### src/rtl/srec_pkg.sv
package srec_pkg;
  localparam int unsigned OFS_ACK  = 32'h040;
  localparam int unsigned OFS_MSET = 32'h0C0;
  localparam int unsigned OFS_MCLR = 32'h100;
  localparam int unsigned OFS_TSET = 32'h180;
  localparam int unsigned OFS_TCLR = 32'h1C0;
  localparam int unsigned OFS_PSET = 32'h240;
  localparam int unsigned OFS_PCLR = 32'h280;
  localparam int unsigned OFS_CTRL = 32'h300;
  localparam int unsigned CTL_EN    = 0;
  localparam int unsigned CTL_EDGE  = 1;
  localparam int unsigned CTL_FLUSH = 2;
  localparam int unsigned WORD_W    = 32;
endpackage

### src/rtl/srec_sync.sv
module srec_sync #(
  parameter int unsigned W = 64
) (
  input  logic         clk_i,
  input  logic         rst_ni,
  input  logic [W-1:0] d_i,
  output logic [W-1:0] q_o
);
  logic [W-1:0] meta_q;
  always_ff @(posedge clk_i or negedge rst_ni) begin
    if (!rst_ni) begin
      meta_q <= '0;
      q_o    <= '0;
    end else begin
      meta_q <= d_i;
      q_o    <= meta_q;
    end
  end
endmodule

### src/rtl/srec_w1_bank.sv
module srec_w1_bank #(
  parameter int unsigned N       = 64,
  parameter bit          RST_VAL = 1'b0,
  localparam int unsigned NW     = (N + 31) / 32
) (
  input  logic          clk_i,
  input  logic          rst_ni,
  input  logic [NW-1:0] set_we_i,
  input  logic [NW-1:0] clr_we_i,
  input  logic [31:0]   wdata_i,
  output logic [N-1:0]  state_o
);
  for (genvar i = 0; i < N; i++) begin : g_bit
    always_ff @(posedge clk_i or negedge rst_ni) begin
      if (!rst_ni)                                state_o[i] <= RST_VAL;
      else if (set_we_i[i/32] && wdata_i[i%32])   state_o[i] <= 1'b1;
      else if (clr_we_i[i/32] && wdata_i[i%32])   state_o[i] <= 1'b0;
    end
  end

  // no strobe, no change
  p_hold_idle_r2: assert property (@(posedge clk_i) disable iff (!rst_ni)
    (set_we_i == '0 && clr_we_i == '0) |=> $stable(state_o));
endmodule

### src/rtl/srec_capture.sv
module srec_capture #(
  parameter int unsigned N = 64
) (
  input  logic         clk_i,
  input  logic         rst_ni,
  input  logic [N-1:0] src_i,
  input  logic         rec_en_i,
  input  logic [N-1:0] mask_i,
  input  logic [N-1:0] level_i,
  input  logic [N-1:0] rise_i,
  input  logic [N-1:0] ack_i,
  input  logic         flush_i,
  output logic [N-1:0] status_o,
  output logic [N-1:0] replay_o
);
  logic [N-1:0] prev_q, hit, flush_sel, edge_seen;

  always_ff @(posedge clk_i or negedge rst_ni) begin
    if (!rst_ni) prev_q <= '0;
    else         prev_q <= src_i;
  end

  assign edge_seen = (rise_i & src_i & ~prev_q) | (~rise_i & ~src_i & prev_q);
  assign hit       = rec_en_i ? (edge_seen & ~mask_i & ~level_i) : '0;
  assign flush_sel = flush_i ? (status_o & ~mask_i) : '0;

  always_ff @(posedge clk_i or negedge rst_ni) begin
    if (!rst_ni) begin
      status_o <= '0;
      replay_o <= '0;
    end else begin
      status_o <= ((status_o & ~flush_sel) | hit) & ~ack_i;  // ack wins
      replay_o <= flush_sel;
    end
  end

  p_ack_clears_r7: assert property (@(posedge clk_i) disable iff (!rst_ni)
    (ack_i != '0) |=> ((status_o & $past(ack_i)) == '0));
  p_idle_no_record_r6: assert property (@(posedge clk_i) disable iff (!rst_ni)
    !rec_en_i |=> ((status_o & ~$past(status_o)) == '0));
  p_blocked_never_r5: assert property (@(posedge clk_i) disable iff (!rst_ni)
    rec_en_i |=> ((status_o & ~$past(status_o) & $past(mask_i | level_i)) == '0));
  p_replay_needs_flush_r9: assert property (@(posedge clk_i) disable iff (!rst_ni)
    (replay_o != '0) |-> $past(flush_i));
  p_pulse_single_r8: assert property (@(posedge clk_i) disable iff (!rst_ni)
    (replay_o != '0) |=> ((replay_o & $past(replay_o)) == '0));
endmodule

### src/rtl/sleep_edge_recorder.sv
module sleep_edge_recorder
  import srec_pkg::*;
#(
  parameter int unsigned NUM_SRC = 64,
  parameter int unsigned AW      = 12,
  localparam int unsigned NW     = (NUM_SRC + 31) / 32
) (
  input  logic               clk_i,
  input  logic               rst_ni,
  input  logic               bus_we_i,
  input  logic               bus_re_i,
  input  logic [AW-1:0]      bus_addr_i,
  input  logic [31:0]        bus_wdata_i,
  output logic [31:0]        bus_rdata_o,
  input  logic [NUM_SRC-1:0] irq_i,
  output logic [NUM_SRC-1:0] replay_o
);
  localparam logic [AW-1:0] A_CTRL = AW'(OFS_CTRL);

  logic [NW-1:0] ack_we, mset_we, mclr_we, tset_we, tclr_we, pset_we, pclr_we;
  logic [NUM_SRC-1:0] ack_bits, mask_q, level_q, rise_q, status, src_s;
  logic ctl_en_q, ctl_edge_q, ctrl_we, flush;

  function automatic logic at(input logic [AW-1:0] a, input int unsigned base, input int unsigned w);
    return a == AW'(base + 4 * w);
  endfunction

  for (genvar w = 0; w < NW; w++) begin : g_dec
    assign ack_we[w]  = bus_we_i && at(bus_addr_i, OFS_ACK,  w);
    assign mset_we[w] = bus_we_i && at(bus_addr_i, OFS_MSET, w);
    assign mclr_we[w] = bus_we_i && at(bus_addr_i, OFS_MCLR, w);
    assign tset_we[w] = bus_we_i && at(bus_addr_i, OFS_TSET, w);
    assign tclr_we[w] = bus_we_i && at(bus_addr_i, OFS_TCLR, w);
    assign pset_we[w] = bus_we_i && at(bus_addr_i, OFS_PSET, w);
    assign pclr_we[w] = bus_we_i && at(bus_addr_i, OFS_PCLR, w);
  end

  for (genvar i = 0; i < NUM_SRC; i++) begin : g_ack
    assign ack_bits[i] = ack_we[i/32] && bus_wdata_i[i%32];
  end

  assign ctrl_we = bus_we_i && (bus_addr_i == A_CTRL);
  assign flush   = ctrl_we && bus_wdata_i[CTL_FLUSH];

  always_ff @(posedge clk_i or negedge rst_ni) begin
    if (!rst_ni) begin
      ctl_en_q   <= 1'b0;
      ctl_edge_q <= 1'b0;
    end else if (ctrl_we) begin
      ctl_en_q   <= bus_wdata_i[CTL_EN];
      ctl_edge_q <= bus_wdata_i[CTL_EDGE];
    end
  end

  srec_w1_bank #(.N(NUM_SRC), .RST_VAL(1'b1)) u_mask (
    .clk_i, .rst_ni, .set_we_i(mset_we), .clr_we_i(mclr_we),
    .wdata_i(bus_wdata_i), .state_o(mask_q));
  srec_w1_bank #(.N(NUM_SRC), .RST_VAL(1'b0)) u_type (
    .clk_i, .rst_ni, .set_we_i(tset_we), .clr_we_i(tclr_we),
    .wdata_i(bus_wdata_i), .state_o(level_q));
  srec_w1_bank #(.N(NUM_SRC), .RST_VAL(1'b0)) u_pol (
    .clk_i, .rst_ni, .set_we_i(pset_we), .clr_we_i(pclr_we),
    .wdata_i(bus_wdata_i), .state_o(rise_q));

  srec_sync #(.W(NUM_SRC)) u_sync (.clk_i, .rst_ni, .d_i(irq_i), .q_o(src_s));

  srec_capture #(.N(NUM_SRC)) u_cap (
    .clk_i, .rst_ni, .src_i(src_s), .rec_en_i(ctl_en_q && ctl_edge_q),
    .mask_i(mask_q), .level_i(level_q), .rise_i(rise_q), .ack_i(ack_bits),
    .flush_i(flush), .status_o(status), .replay_o(replay_o));

  logic [NW*32-1:0] st_pad, mk_pad, lv_pad, rs_pad;
  always_comb begin
    st_pad = '0; st_pad[NUM_SRC-1:0] = status;
    mk_pad = '0; mk_pad[NUM_SRC-1:0] = mask_q;
    lv_pad = '0; lv_pad[NUM_SRC-1:0] = level_q;
    rs_pad = '0; rs_pad[NUM_SRC-1:0] = rise_q;
    bus_rdata_o = '0;
    if (bus_re_i) begin
      if (bus_addr_i == A_CTRL) bus_rdata_o = {30'd0, ctl_edge_q, ctl_en_q};
      for (int unsigned w = 0; w < NW; w++) begin
        if (at(bus_addr_i, OFS_ACK,  w)) bus_rdata_o = st_pad[w*32 +: 32];
        if (at(bus_addr_i, OFS_MSET, w)) bus_rdata_o = mk_pad[w*32 +: 32];
        if (at(bus_addr_i, OFS_TSET, w)) bus_rdata_o = lv_pad[w*32 +: 32];
        if (at(bus_addr_i, OFS_PSET, w)) bus_rdata_o = rs_pad[w*32 +: 32];
      end
    end
  end

  // control write latches mode bits
  p_ctrl_load_r3: assert property (@(posedge clk_i) disable iff (!rst_ni)
    ctrl_we |=> (ctl_en_q == $past(bus_wdata_i[CTL_EN])) && (ctl_edge_q == $past(bus_wdata_i[CTL_EDGE])));
endmodule

### config.mk
export PLATFORM = sky130hd
export DESIGN_NAME = sleep_edge_recorder
export DESIGN_NICKNAME = d
export VERILOG_FILES = /design/src/rtl/srec_pkg.sv /design/src/rtl/srec_sync.sv /design/src/rtl/srec_w1_bank.sv /design/src/rtl/srec_capture.sv /design/src/rtl/sleep_edge_recorder.sv
export SDC_FILE = /design/constraint.sdc
export NUM_CORES = 1
export LEC_CHECK = 0
export CAP_MARGIN = 20
export CELL_PAD_IN_SITES_DETAIL_PLACEMENT = 0
export CELL_PAD_IN_SITES_GLOBAL_PLACEMENT = 1
export CORE_AREA = 2 2 234 236
export DETAILED_ROUTE_END_ITERATION = 12
export DIE_AREA = 0 0 236 238
export HOLD_SLACK_MARGIN = 0.06
export PLACE_DENSITY_LB_ADDON = 0.1
export SYNTH_ARGS = -nofsm -noshare
export SYNTH_HDL_FRONTEND = slang
export SYNTH_SLANG_ARGS = --single-unit
### constraint.sdc
create_clock -name clk_i -period 3.2 [get_ports clk_i]
set_clock_uncertainty 0.1 [all_clocks]
set_input_delay 0.48 -clock clk_i [delete_from_list [all_inputs] [get_ports clk_i]]
set_output_delay 0.48 -clock clk_i [all_outputs]
set_load 0.02 [all_outputs]
### After elaboration in Yosys (flattened, before gate mapping)

Index checks and enable logic that the tools add are counted.

| word-level totals | value |
|---|---|
| flip-flop bits (word level) | 514 |
| bits in latches | 0 |
| RAM bits | 0 |
| memory bits (read-only) | 0 |
| bits of input ports | 112 |
| logic and storage cells | 1285 |
| memories kept | 0 |

| operators by class | value |
|---|---|
| add/subtract/negate cells | 0 |
| $mul | 0 |
| divide/modulo/power cells | 0 |
| order comparisons | 0 |
| equal/unequal tests | 15 |
| shift operators | 0 |
| muxes and demuxes | 396 |
| bitwise logic cells | 18 |
| reduce and logical (&&, ||, !) cells | 657 |

Operator list:

| operator | number |
|---|---|
| bitwise AND 64 bit | 9 |
| logical AND 1 bit | 465 |
| NOT 64 bit | 7 |
| 2-to-1 mux 1 bit | 384 |
| nonzero test 2 bit | 192 |
| 2-to-1 mux 32 bit | 9 |
| 2-to-1 mux 64 bit | 2 |
| bitwise OR 64 bit | 2 |
| == test 12 x 9 -> 1 bit (second input constant) | 6 |
| == test 12 x 10 -> 1 bit (second input constant) | 5 |
| == test 12 x 7 -> 1 bit (second input constant) | 2 |
| == test 12 x 8 -> 1 bit (second input constant) | 2 |
| 2-to-1 mux 2 bit | 1 |

### Depth between registers and ports, before layout

Gate-level depths: netlist of the first run.

| depth | value |
|---|---|
| depth in word-level cells | 11 |
| depth in mapped cells | 8 |
| mapped depth without buffers | 5 |

### Modules after synthesis

A second synthesis of the first run with hierarchy kept.

| unflattened totals | value |
|---|---|
| cell total of the unflattened synthesis | 1858 |
| area, all modules | 21628.2 um2 |

By module, submodules not included:

| module | times used | cells each | area an instance (um2) |
|---|---|---|---|
| srec_capture | 1 | 662 | 7968.9 |
| srec_w1_bank at u_pol ... | 2 | 204 | 2499.9 |
| srec_sync | 1 | 128 | 3203.1 |
| sleep_edge_recorder | 1 | 456 | 2876.5 |
| srec_w1_bank at u_mask | 1 | 204 | 2580.0 |

### Worst setup path after synthesis of the first run

OpenSTA, ideal clock, no wires.

| timing | value |
|---|---|
| kind | input-to-output |
| from | in bus_addr_i[2] |
| to | out bus_rdata_o[23] |
| arrival time | 2599 ps |
| required time | 2620 ps |
| setup slack | 21 ps |
| stages | 7 |
| path buffers | 3 |
| cell sequence | buf_2 -> or4_4 -> buf_6 -> nor3_4 -> buf_4 -> a211oi_1 -> o41ai_1 |

| on the way | value |
|---|---|
| cells in the longest elaborated chain, start to end | 10 |
| elaborated cells on any way between the ends | 17 |

RTL lines:

| item | line | text |
|---|---|---|
| start, declared | sleep_edge_recorder.sv:12 | `input logic [AW-1:0] bus_addr_i,` |
| == test 12 x 7 -> 1 bit | sleep_edge_recorder.sv:25 | `return a == AW'(base + 4 * w);` |
| 2-to-1 mux 32 bit | sleep_edge_recorder.sv:82 | `if (at(bus_addr_i, OFS_ACK, w)) bus_rdata_o = st_pad[w*32 +: 32];` |
| 2-to-1 mux 32 bit | sleep_edge_recorder.sv:83 | `if (at(bus_addr_i, OFS_MSET, w)) bus_rdata_o = mk_pad[w*32 +: 32];` |
| 2-to-1 mux 32 bit | sleep_edge_recorder.sv:84 | `if (at(bus_addr_i, OFS_TSET, w)) bus_rdata_o = lv_pad[w*32 +: 32];` |
| 2-to-1 mux 32 bit | sleep_edge_recorder.sv:85 | `if (at(bus_addr_i, OFS_PSET, w)) bus_rdata_o = rs_pad[w*32 +: 32];` |
| 2-to-1 mux 32 bit | sleep_edge_recorder.sv:82 |  |
| 2-to-1 mux 32 bit | sleep_edge_recorder.sv:83 |  |
| 2-to-1 mux 32 bit | sleep_edge_recorder.sv:84 |  |
| 2-to-1 mux 32 bit * | sleep_edge_recorder.sv:85 |  |
| 2-to-1 mux 32 bit * | sleep_edge_recorder.sv:79 | `if (bus_re_i) begin` |
| end, declared | sleep_edge_recorder.sv:14 | `output logic [31:0] bus_rdata_o,` |

Mark *: on every way between the ends. The rest lies on a longest branch, timed or not.

### Worst setup path after layout of the first run

| timing | value |
|---|---|
| from | in bus_addr_i[3] |
| to | out bus_rdata_o[13] |

Same word-level chain as after synthesis.

==> reports/results.env, run 1 <==
LAYOUT-DRIVE-GT1-SHARE_PCT=21.0
NUMBER_OF_ANTENNA_VIOLATIONS_AT_THE_FIRST_CHECK_IN_GLOBAL_ROUTING=1
FIN_WS_NS=-0.0293
POWER.DENSITY_nW_PER_UM2=502
CLK_PIN_SLEW_NS=0.06
FINAL_CELL_COUNT_WITHOUT_FILLERS=3002
SYN-NUM-NETS=2032
CLOCK_LATENCY_NS=0.62
GRT_PASS1_VIAS=17100
UTILIZATION_PCT=52.6
TIMING.MAX_CAP.VIOLATIONS=0
FMAXACHIEVABLE_MHz=310
SYNTH_CELL_TYPE_COUNT=55
FINAL_MAX_SLEW_VIOL_COUNT=0
AVGVIACOUNTPERCELL=5.80
REPORT.FINAL.HOLD_VIOL_COUNT=0
DRT_PRE_ANTENNA_ITERS=5
FINALWEIGHTEDCONGESTION=0.890
MIN_PATH_CELLS=1
ASYNC_FLOP_SHARE_PCT=100
P_LEAK_nW=11.4
DR.FIRST_ITER.DRC_COUNT=1552
WORST_R2R_PATH_DEPTH=4
SYNTH_TOP_CELL_AREA_SHARE_PCT=52.9
DIE_H_UM=238
WORST_PATH_LARGEST_CELL_DELAY_NS=0.62
TIGHTESTPINTRANSITION_NS=0.764
RESIDUAL_DRC=0
AVGROUTEDWIREPERCELL_UM=24.4
POSTSYNTHREGISTERBITS=514
DPL_WORST_SLACK_NS=-0.973
CP.REQUIRED_NS=2.62
STATUS='finished, violations left'
CLOCK_ROOT_BUFFER_MASTER='sky130_fd_sc_hd__clkbuf_16'
SYN-MEAN-INSTANCE-AREA_UM2=11.1
H_TREE_DEPTH=2
SYNTH_COMMONEST_CELLS='sky130_fd_sc_hd__dfrtp_1, sky130_fd_sc_hd__nand2_1, sky130_fd_sc_hd__a22o_1'
SYNTHTOPCELLSBYAREA='sky130_fd_sc_hd__dfrtp_1, sky130_fd_sc_hd__a22o_1, sky130_fd_sc_hd__dfstp_2, sky130_fd_sc_hd__nand2_1, sky130_fd_sc_hd__nor2_1'
WORSTPATHARRIVAL_NS=2.65
WORSTREG2REGSTART='ctl_edge_q'
DIE-AREA_UM2=56200
CELL_TAKING_THE_MOST_AREA_AFTER_SYNTHESIS='sky130_fd_sc_hd__dfrtp_1'
PORTBUFS=207
FLOORPLAN.CORE_AREA_UM2=53500
GLOBAL_ROUTE_WIRE_LENGTH_BEFORE_REPAIR_MM=110
WIRELENGTH_MM=73.3
SETUP_VIOL=1
VIAS=17400
HOLD_PATH.STARTPOINT='irq_i[23]'
CRITPATHKIND='in -> out'
VIOLATIONS_IN_THE_FINAL_REPORTS='negative setup slack'
END_KIND='output pin'
IR_WORST_VDD_mV=0.428
YS.WARNINGS.COUNT=0
SYN-INSTANCE-COUNT=1920
POSTPLACECELLAREA_UM2=25800
TOTAL_NUMBER_OF_PLACEMENT_ROWS=85
SYN_AREA_UM2=21300
FINAL.PERIOD_UTILIZATION_PCT=101
MAX_SLEW_MARGIN_PCT=47.7
GRT_USAGE_PCT=26.1
SETUP.REG_TO_REG.WORST_SLACK_NS=1.17
FINISH.NET_COUNT=2370
INITIAL_UTILIZATION_PCT=39.8
YOSYSMOSTFREQUENTCELL='sky130_fd_sc_hd__dfrtp_1'
WHS_ENDPOINT='u_sync.meta_q[23]'
WORST_PATH_DOMINANT_CELL_FAMILY='simple AND/OR/NAND/NOR gates'
NUMCTSBUFFERS=56
DETAIL-ROUTE-ANTENNA-NETS=0
CTSLONGESTPATHBUFFERS=3
YS_DOMINANT_REG_CELL='sky130_fd_sc_hd__dfrtp_1'
TOP_LEVEL_PORTS=208
GRT_SETUP_UNREPAIRED='yes'
HP-CLASS='in -> reg'
DIE_X_UM=236
FIN_CRIT_NS=3.23
HIGHEST_NET_FANOUT_ALONG_THE_WORST_PATH=5
CRITICAL_PATH_BUF_INV_COUNT=5
WORSTREG2REGEND='u_cap.status_o[17]'
FLOW.AREA_GROWTH_FROM_SYNTHESIS_PCT=32.1
SYNTH-SEQ-AREA-SHARE_PCT=60.8
CRIT_SLOWEST_CELL='sky130_fd_sc_hd__or4_4'
FINAL_CELL_AREA_UM2=28100
DETAILEDPLACEMENTHPWL_MM=46.8
CRIT_CHAIN='buf_6 -> or4_4 -> nor3_4 -> buf_12 -> buf_12 -> buf_6 -> o2bb2ai_4 -> a2111oi_4 -> a311oi_2 -> buf_4'
CLKSINKCOUNT=514
GRT-OVFL-TOTAL=0
WORST_SETUP_PATH_START_KIND='primary input'
GRT_MAX_DEGREE=88
NUMBER_OF_ENABLE_TYPE_REGISTER_CELLS_IN_THE_SYNTHESIZED_NETLIST=0
TRITONCTS='built'
PLACED_CELLS_INCL_TAPS=2873
==> kinds of logic after synthesis <==
logic type | after synthesis | synth area share (%)
AO/OA/AOI/OAI | 560 | 19.3
buffers and inverters | 138 | 2.74
XOR/XNOR | 1 | 0.0412
flip-flops | 514 | 60.8
multiplexers | 41 | 1.96
AND/OR/NAND/NOR | 666 | 15.2
==> cell usage in the layout, fill, tap and decap left out, types with 6 or more instances in the layout <==
| cell | Yosys | routed |
|---|---|---|
| sky130_fd_sc_hd__dfrtp_1 | 450 | 450 |
| sky130_fd_sc_hd__nand2_1 | 300 | 297 |
| sky130_fd_sc_hd__a22o_1 | 195 | 195 |
| sky130_fd_sc_hd__clkdlybuf4s50_1 | 0 | 161 |
| sky130_fd_sc_hd__nor2_1 | 172 | 157 |
| sky130_fd_sc_hd__buf_4 | 1 | 147 |
| sky130_fd_sc_hd__o21ai_0 | 111 | 111 |
| sky130_fd_sc_hd__a22oi_1 | 78 | 78 |
| sky130_fd_sc_hd__a21oi_1 | 75 | 74 |
| sky130_fd_sc_hd__nor3b_1 | 65 | 64 |
| sky130_fd_sc_hd__dfstp_2 | 64 | 64 |
| sky130_fd_sc_hd__or4_1 | 64 | 63 |
| sky130_fd_sc_hd__clkbuf_16 | 0 | 58 |
| sky130_fd_sc_hd__buf_12 | 0 | 53 |
| sky130_fd_sc_hd__mux2i_1 | 36 | 36 |
| sky130_fd_sc_hd__buf_2 | 32 | 26 |
| sky130_fd_sc_hd__nand3_1 | 25 | 24 |
| sky130_fd_sc_hd__buf_6 | 3 | 17 |
| sky130_fd_sc_hd__a311oi_1 | 20 | 16 |
| sky130_fd_sc_hd__nor2_4 | 0 | 14 |
| sky130_fd_sc_hd__clkinv_2 | 0 | 14 |
| sky130_fd_sc_hd__clkbuf_8 | 0 | 14 |
| sky130_fd_sc_hd__o22ai_1 | 13 | 13 |
| sky130_fd_sc_hd__clkbuf_1 | 93 | 11 |
| sky130_fd_sc_hd__o2bb2ai_1 | 12 | 10 |
| sky130_fd_sc_hd__a2111oi_0 | 19 | 9 |
| sky130_fd_sc_hd__o2bb2ai_2 | 5 | 6 |
==> state kept, by name (all words and copies together) (netlist names) <==
| register | cells |
|---|---|
| u_sync.q_o | 64 |
| u_cap.prev_q | 64 |
| u_pol.state_o | 64 |
| ctl_en_q | 1 |
| u_cap.replay_o | 64 |
| u_type.state_o | 64 |
| u_sync.meta_q | 64 |
| ctl_edge_q | 1 |
| u_cap.status_o | 64 |
| u_mask.state_o | 64 |
==> worst max path at each step <==
stage / startpoint / end / depth (start not counted)
finish: bus_addr_i[3] / bus_rdata_o[13] / 10
global route: bus_addr_i[3] / bus_rdata_o[13] / 10
CTS: bus_addr_i[3] / bus_rdata_o[8] / 9
detailed placement: bus_addr_i[7] / bus_rdata_o[18] / 10
global placement: bus_addr_i[7] / bus_rdata_o[18] / 10
floorplan: bus_addr_i[2] / bus_rdata_o[23] / 7
==> power breakdown <==
part           internal [mW]  switching, mW
Sequential              6.65         0.0904
Clock                   4.04           2.69
Combinational          0.266          0.390
Total                   11.0           3.17
==> area by class of cell <==
class,instances,area (um2)
Antenna cell,1,2.50
Sequential cell,514,12900
Inverter,2,7.51
Multi-Input combinational cell,1268,8150
Tap cell,696,871
Fill cell,4676,25400
Clock inverter,22,253
Clock buffer,83,1690
Timing Repair Buffer,416,4210
==> per-stage QoR <==
stage / TNS [ns] / hold WS [ns] / power, mW
finish: -0.0293 / 0.195 / 14.1
global route: -0.229 / 0.179 / 14.6
CTS: 0 / 0.161 / 14.3
detailed placement: -24.25 / 0.235 / 7.49
global placement: -24.00 / 0.232 / 7.48
floorplan: 0 / 0.0844 / 7.01
==> routing by layer <==
metal  GRT usage, %  up-vias  share of wire, %
met4           7.93        0               2.6
met5              0        -                 0
met1           38.0     8808                45
met3           3.68      121               6.7
met2           40.6      748                46
li1               -     7738                 -
==> repair_timing <==
item / 4_1_cts / 5_1_grt
resized for setup: 225 / 41
endpoints found under the setup margin: 32 / 32
hold buffers: 1 / 0
hold endpoints to repair: 58 / 0
buffers inserted: 19 / 5
pin swaps: 32 / 11
(Power assumes the default switching activity.)
==> inputs of run 2 (changes only) <==
- CELL_PAD_IN_SITES_DETAIL_PLACEMENT: 0 -> 1
- SKIP_LAST_GASP: not set -> 1
==> reports/results.env, run 2 (same netlist as run 1, synthesis figures left out) <==
SETUP_VIOL=0
TOP_LEVEL_PORTS=208
FLOW.AREA_GROWTH_FROM_SYNTHESIS_PCT=32.1
FMAXACHIEVABLE_MHz=313
H_TREE_DEPTH=2
RESIDUAL_DRC=0
FINAL.PERIOD_UTILIZATION_PCT=99.8
CP.REQUIRED_NS=2.62
WORST_SETUP_PATH_START_KIND='primary input'
GRT_SETUP_UNREPAIRED='yes'
CLK_PIN_SLEW_NS=0.06
INITIAL_UTILIZATION_PCT=39.8
DIE_H_UM=238
WIRELENGTH_MM=78.3
HIGHEST_NET_FANOUT_ALONG_THE_WORST_PATH=4
FINISH.NET_COUNT=2372
PORTBUFS=207
DIODE_COUNT=0
GLOBAL_ROUTE_WIRE_LENGTH_BEFORE_REPAIR_MM=118
UTILIZATION_PCT=52.6
GRT_USAGE_PCT=27.8
END_KIND='output pin'
WORSTREG2REGSTART='ctl_en_q'
FIN_CRIT_NS=3.19
CLOCK_LATENCY_NS=0.62
NUMBER_OF_ANTENNA_VIOLATIONS_AT_THE_FIRST_CHECK_IN_GLOBAL_ROUTING=3
DIE_X_UM=236
CRITPATHKIND='in -> out'
P_LEAK_nW=11.4
FLOORPLAN.CORE_AREA_UM2=53500
CLKSINKCOUNT=514
DRT_PRE_ANTENNA_ITERS=5
TIMING.MAX_CAP.VIOLATIONS=0
ENDPOINT='bus_rdata_o[1]'
DR.FIRST_ITER.DRC_COUNT=1207
TRITONCTS='built'
DETAILEDPLACEMENTHPWL_MM=50.1
LAYOUT.CELLS.MOST_COMMON_LIST='sky130_fd_sc_hd__dfrtp_1, sky130_fd_sc_hd__nand2_1, sky130_fd_sc_hd__a22o_1, sky130_fd_sc_hd__clkdlybuf4s50_1, sky130_fd_sc_hd__nor2_1'
FINAL_MAX_SLEW_VIOL_COUNT=0
TIGHTESTPINTRANSITION_NS=0.794
AVGVIACOUNTPERCELL=5.92
CTSLONGESTPATHBUFFERS=3
VIAS=17800
AVGROUTEDWIREPERCELL_UM=26.1
POWER.DENSITY_nW_PER_UM2=501
GRT_MAX_DEGREE=88
NUMCTSBUFFERS=56
CRIT_PATH_START='bus_addr_i[1]'
SETUP.REG_TO_REG.WORST_SLACK_NS=1.14
CLOCK_ROOT_BUFFER_MASTER='sky130_fd_sc_hd__clkbuf_16'
MOSTFREQUENTLAYOUTCELL='sky130_fd_sc_hd__dfrtp_1'
TOTAL_NUMBER_OF_PLACEMENT_ROWS=85
FINAL.FILL_COUNT=5602
GRT_PASS1_VIAS=18800
REPORT.FINAL.HOLD_VIOL_COUNT=0
HP-CLASS='in -> reg'
MAX_SLEW_MARGIN_PCT=47.1
LAYOUT-DRIVE-GT1-SHARE_PCT=20.9
FINALWEIGHTEDCONGESTION=0.890
IR_WORST_VDD_mV=0.422
WORST_R2R_PATH_DEPTH=4
WORSTREG2REGEND='u_cap.status_o[55]'
DIE-AREA_UM2=56200
STATUS='complete, no violations'
DETAIL-ROUTE-ANTENNA-NETS=0
WORSTPATHARRIVAL_NS=2.61
GRT-OVFL-TOTAL=0
POST_LAYOUT_TOTAL_POWER_mW=14.1
## run 2: cell types whose count changed in the layout (fill, tap and decap cells not counted), sizes merged
cell	previous run	this run
buf	246	244
bufinv	5	4
clkbuf	88	87
clkdlybuf4s15	3	7
clkinv	16	17
diode	1	0
## run 2: repair_timing
item | in CTS | in global routing
resized for setup | 217 | 35
hold endpoints to repair | 58 | 0
gates cloned | 1 | 2
hold buffers | 1 | 0
buffers inserted | 14 | 12
pin swaps | 27 | 19
setup endpoints to repair | 32 | 32
## run 2: worst min path at each step
stage	from	to	slack, ns	depth (start not counted)
global route	irq_i[44]	u_sync.meta_q[44]	0.18	1
detailed placement	u_sync.meta_q[47]	u_sync.q_o[47]	0.24	0
CTS	irq_i[48]	u_sync.meta_q[48]	0.17	1
floorplan	rst_ni	ctl_edge_q	0.08	0
global placement	u_sync.meta_q[23]	u_sync.q_o[23]	0.23	0
finish	irq_i[48]	u_sync.meta_q[48]	0.20	1
## run 2: where the power goes
part	switching (mW)	leakage, nW	total, mW	internal [mW]
combinational	0.398	4.30	0.664	0.266
clock	2.72	0.960	6.70	3.98
sequential	0.0949	6.17	6.74	6.65
## run 2: worst max-delay path, cell delays in order
cell,delay [ns]
sky130_fd_sc_hd__buf_6,0.09
sky130_fd_sc_hd__or4_4,0.62
sky130_fd_sc_hd__buf_12,0.18
sky130_fd_sc_hd__nor3_4,0.16
sky130_fd_sc_hd__buf_6,0.14
sky130_fd_sc_hd__buf_8,0.12
sky130_fd_sc_hd__a221o_1,0.20
sky130_fd_sc_hd__a2111oi_4,0.05
sky130_fd_sc_hd__a211oi_2,0.34
sky130_fd_sc_hd__buf_4,0.21
## run 2: stage by stage
step	instance area [um2]	hold slack, ns	setup WS [ns]	instances	setup TNS (ns)
3_3_place_gp	25800	0.232	-0.927	2873	-24.00
5_1_grt	28100	0.178	-0.0667	3002	-0.442
2_1_floorplan	21300	0.0844	0.0207	1920	0
3_5_place_dp	25800	0.236	-0.936	2873	-25.40
4_1_cts	27900	0.171	-0.0338	2992	-0.0338
6_report	28100	0.199	0.00575	3002	0
## run 2: cell type report
cell class	instances	area (um2)	share of cell area [%]
flip-flops and latches	514	12900	46.0
multi-input cells	1268	8110	28.9
inverters	2	7.51	0.0267
clock buffers	82	1690	6.02
repair buffers	418	4270	15.2
well taps	696	871	3.10
clock inverters	22	228	0.810
## run 2: per-layer routing
layer  global-route usage [%]  part of all wire (%)
met1                     38.1                    44
met2                     44.3                    47
met3                     5.17                   6.1
met5                        0                 0.029
met4                     9.63                   3.0
==> inputs of run 3 (changes only) <==
- CORE_AREA: 2 2 234 236 -> 10 10 269 271
- DIE_AREA: 0 0 236 238 -> 0 0 279 281
==> reports/results.env, run 3 (same netlist as run 1, synthesis figures left out) <==
HIGHEST_NET_FANOUT_ALONG_THE_WORST_PATH=5
WIRELENGTH_MM=83.8
FMAXACHIEVABLE_MHz=318
GRT_USAGE_PCT=21.2
CLK_PIN_SLEW_NS=0.06
FINALWEIGHTEDCONGESTION=0.850
H_TREE_DEPTH=2
FLOW.AREA_GROWTH_FROM_SYNTHESIS_PCT=35.9
MAX_SLEW_MARGIN_PCT=52.7
TRITONCTS='built'
POST_LAYOUT_TOTAL_POWER_mW=14.3
LAYOUT.CELLS.MOST_COMMON_LIST='sky130_fd_sc_hd__dfrtp_1, sky130_fd_sc_hd__nand2_1, sky130_fd_sc_hd__a22o_1, sky130_fd_sc_hd__buf_4, sky130_fd_sc_hd__clkdlybuf4s50_1'
DIE-AREA_UM2=78400
TOTAL_NUMBER_OF_PLACEMENT_ROWS=95
RESIDUAL_DRC=0
FIN_WS_NS=0.0578
WORST_PATH_DOMINANT_CELL_FAMILY='simple AND/OR/NAND/NOR gates'
INITIAL_UTILIZATION_PCT=31.9
SETUP_VIOL=0
P_LEAK_nW=11.7
REPORT.FINAL.HOLD_VIOL_COUNT=0
PWR-SHARE-SEQ_PCT=47.2
LAYOUT-DRIVE-GT1-SHARE_PCT=22.7
FINISH.NET_COUNT=2401
CLKSINKCOUNT=514
VIAS=17700
CRITICAL_PATH_BUF_INV_COUNT=5
GRT_PASS1_VIAS=18900
DPL_WORST_SLACK_NS=-0.952
CRIT_CHAIN='buf_6 -> or4_4 -> nor3_4 -> buf_6 -> buf_4 -> o2bb2ai_2 -> a2111oi_2 -> a311oi_2 -> buf_4 -> buf_2'
AVGROUTEDWIREPERCELL_UM=26.1
DETAILEDPLACEMENTHPWL_MM=54.5
HOLD_PATH.STARTPOINT='irq_i[35]'
CLOCK_LATENCY_NS=0.63
DR.FIRST_ITER.DRC_COUNT=1207
PORTBUFS=207
SETUP.REG_TO_REG.WORST_SLACK_NS=1.42
CLOCK_ROOT_BUFFER_MASTER='sky130_fd_sc_hd__clkbuf_16'
CLOCKPOWERSHARE_PCT=48.0
FLOORPLAN.CORE_AREA_UM2=66800
FINAL.PERIOD_UTILIZATION_PCT=98.2
AVGVIACOUNTPERCELL=5.52
TIGHTESTPINTRANSITION_NS=0.709
SWITCHING_SHARE_OF_TOTAL_POWER_PCT=23.3
IR_WORST_VDD_mV=0.381
SWITCHING_POWER_mW=3.33
CRITPATHKIND='in -> out'
WORSTPATHARRIVAL_NS=2.56
COMBINATIONALPOWERSHARE_PCT=4.8
DETAIL-ROUTE-ANTENNA-NETS=0
POWER.INTERNAL_mW=11.0
CRIT_SLOWEST_CELL='sky130_fd_sc_hd__or4_4'
NUMCTSBUFFERS=59
CRIT_PATH_START='bus_addr_i[2]'
GRT-OVFL-TOTAL=0
WORST_SETUP_PATH_START_KIND='primary input'
DRT_PRE_ANTENNA_ITERS=5
DIE_H_UM=281
MOSTFREQUENTLAYOUTCELL='sky130_fd_sc_hd__dfrtp_1'
WORST_PATH_LARGEST_CELL_DELAY_NS=0.65
DIE_X_UM=279
TOP_LEVEL_PORTS=208
NUMBER_OF_ANTENNA_VIOLATIONS_AT_THE_FIRST_CHECK_IN_GLOBAL_ROUTING=6
END_KIND='output pin'
CP.REQUIRED_NS=2.62
POWER.DENSITY_nW_PER_UM2=494
WORSTREG2REGSTART='ctl_edge_q'
GLOBAL_ROUTE_WIRE_LENGTH_BEFORE_REPAIR_MM=126
FINAL_MAX_SLEW_VIOL_COUNT=0
TIMING.MAX_CAP.VIOLATIONS=0
GRT_MAX_DEGREE=71
FIN_CRIT_NS=3.14
GRT_SETUP_UNREPAIRED='yes'
HP-CLASS='in -> reg'
STATUS='complete, no violations'
CTSLONGESTPATHBUFFERS=3
-- run 3: cell count changes in the layout (fill, tap and decap cells not counted), sizes merged, moves of 2 or more --
| cell | before | now |
|---|---|---|
| buf | 244 | 272 |
| clkbuf | 87 | 94 |
| bufinv | 4 | 2 |
| clkdlybuf4s15 | 7 | 5 |
| clkinv | 17 | 19 |
| diode | 0 | 2 |
-- run 3: cell type report --
class	instances	area [um2]
Fill cell	7090	37900
Sequential cell	514	12900
Multi-Input combinational cell	1268	8240
Timing Repair Buffer	444	4660
Clock buffer	90	1800
Tap cell	873	1090
Clock inverter	22	175
Inverter	2	7.51
Antenna cell	2	5.00
-- run 3: final timing paths --
kind                                      endpoint  cells after the start
worst max-delay path               bus_rdata_o[18]                     10
worst min-delay path             u_sync.meta_q[35]                      1
worst max register to register   u_cap.status_o[2]                      5
worst min register to register      u_sync.q_o[41]                      0
max in group asynchronous       u_mask.state_o[51]                      3
min in group asynchronous       u_type.state_o[62]                      2
-- run 3: per-stage QoR --
step                      TNS (ns)  instance area, um2  utilization [%]  hold WS (ns)  std cells
after floorplan                  0               21300                -        0.0844       1920
after global placement      -28.15               26000             38.9         0.232       3054
after detailed placement    -29.12               26000             38.9         0.236       3054
after CTS                        0               28700             42.9         0.132       3200
after global routing        -0.178               28900             43.3         0.157       3215
final                            0               28900             43.3         0.182       3215
-- run 3: routing by layer --
layer | up-vias | GRT usage [%] | wire [um]
met2 | 449 | 34.7 | 40200
li1 | 7797 | - | -
met1 | 9365 | 27.8 | 37100
met3 | 126 | 4.12 | 4320
met5 | - | 0 | 27
met4 | 4 | 6.83 | 2240
-- run 3: worst reg2reg max path: cells and delay by family, from the launching register on --
kind	cells	cell delay, ns
AO/OA/AOI/OAI	3	0.88
flip-flops	1	0.40
buffers and inverters	1	0.26
AND/OR/NAND/NOR	1	0.08
-- run 3: power by group through the flow --
stage               sequential (mW)  clock (mW)  combinational (mW)
floorplan                      6.82           0               0.193
global placement               6.85           0               0.645
detailed placement             6.86           0               0.660
CTS                            6.74        7.04               0.687
global route                   6.76        7.33               0.754
finish                         6.74        6.85               0.689
-- run 3: timing repair --
action,CTS,global route
endpoints found under the setup margin,32,29
hold buffers,1,0
setup buffers,28,15
resized for setup,239,53
pin swaps,40,25
cloned,5,2
hold endpoints to repair,47,0
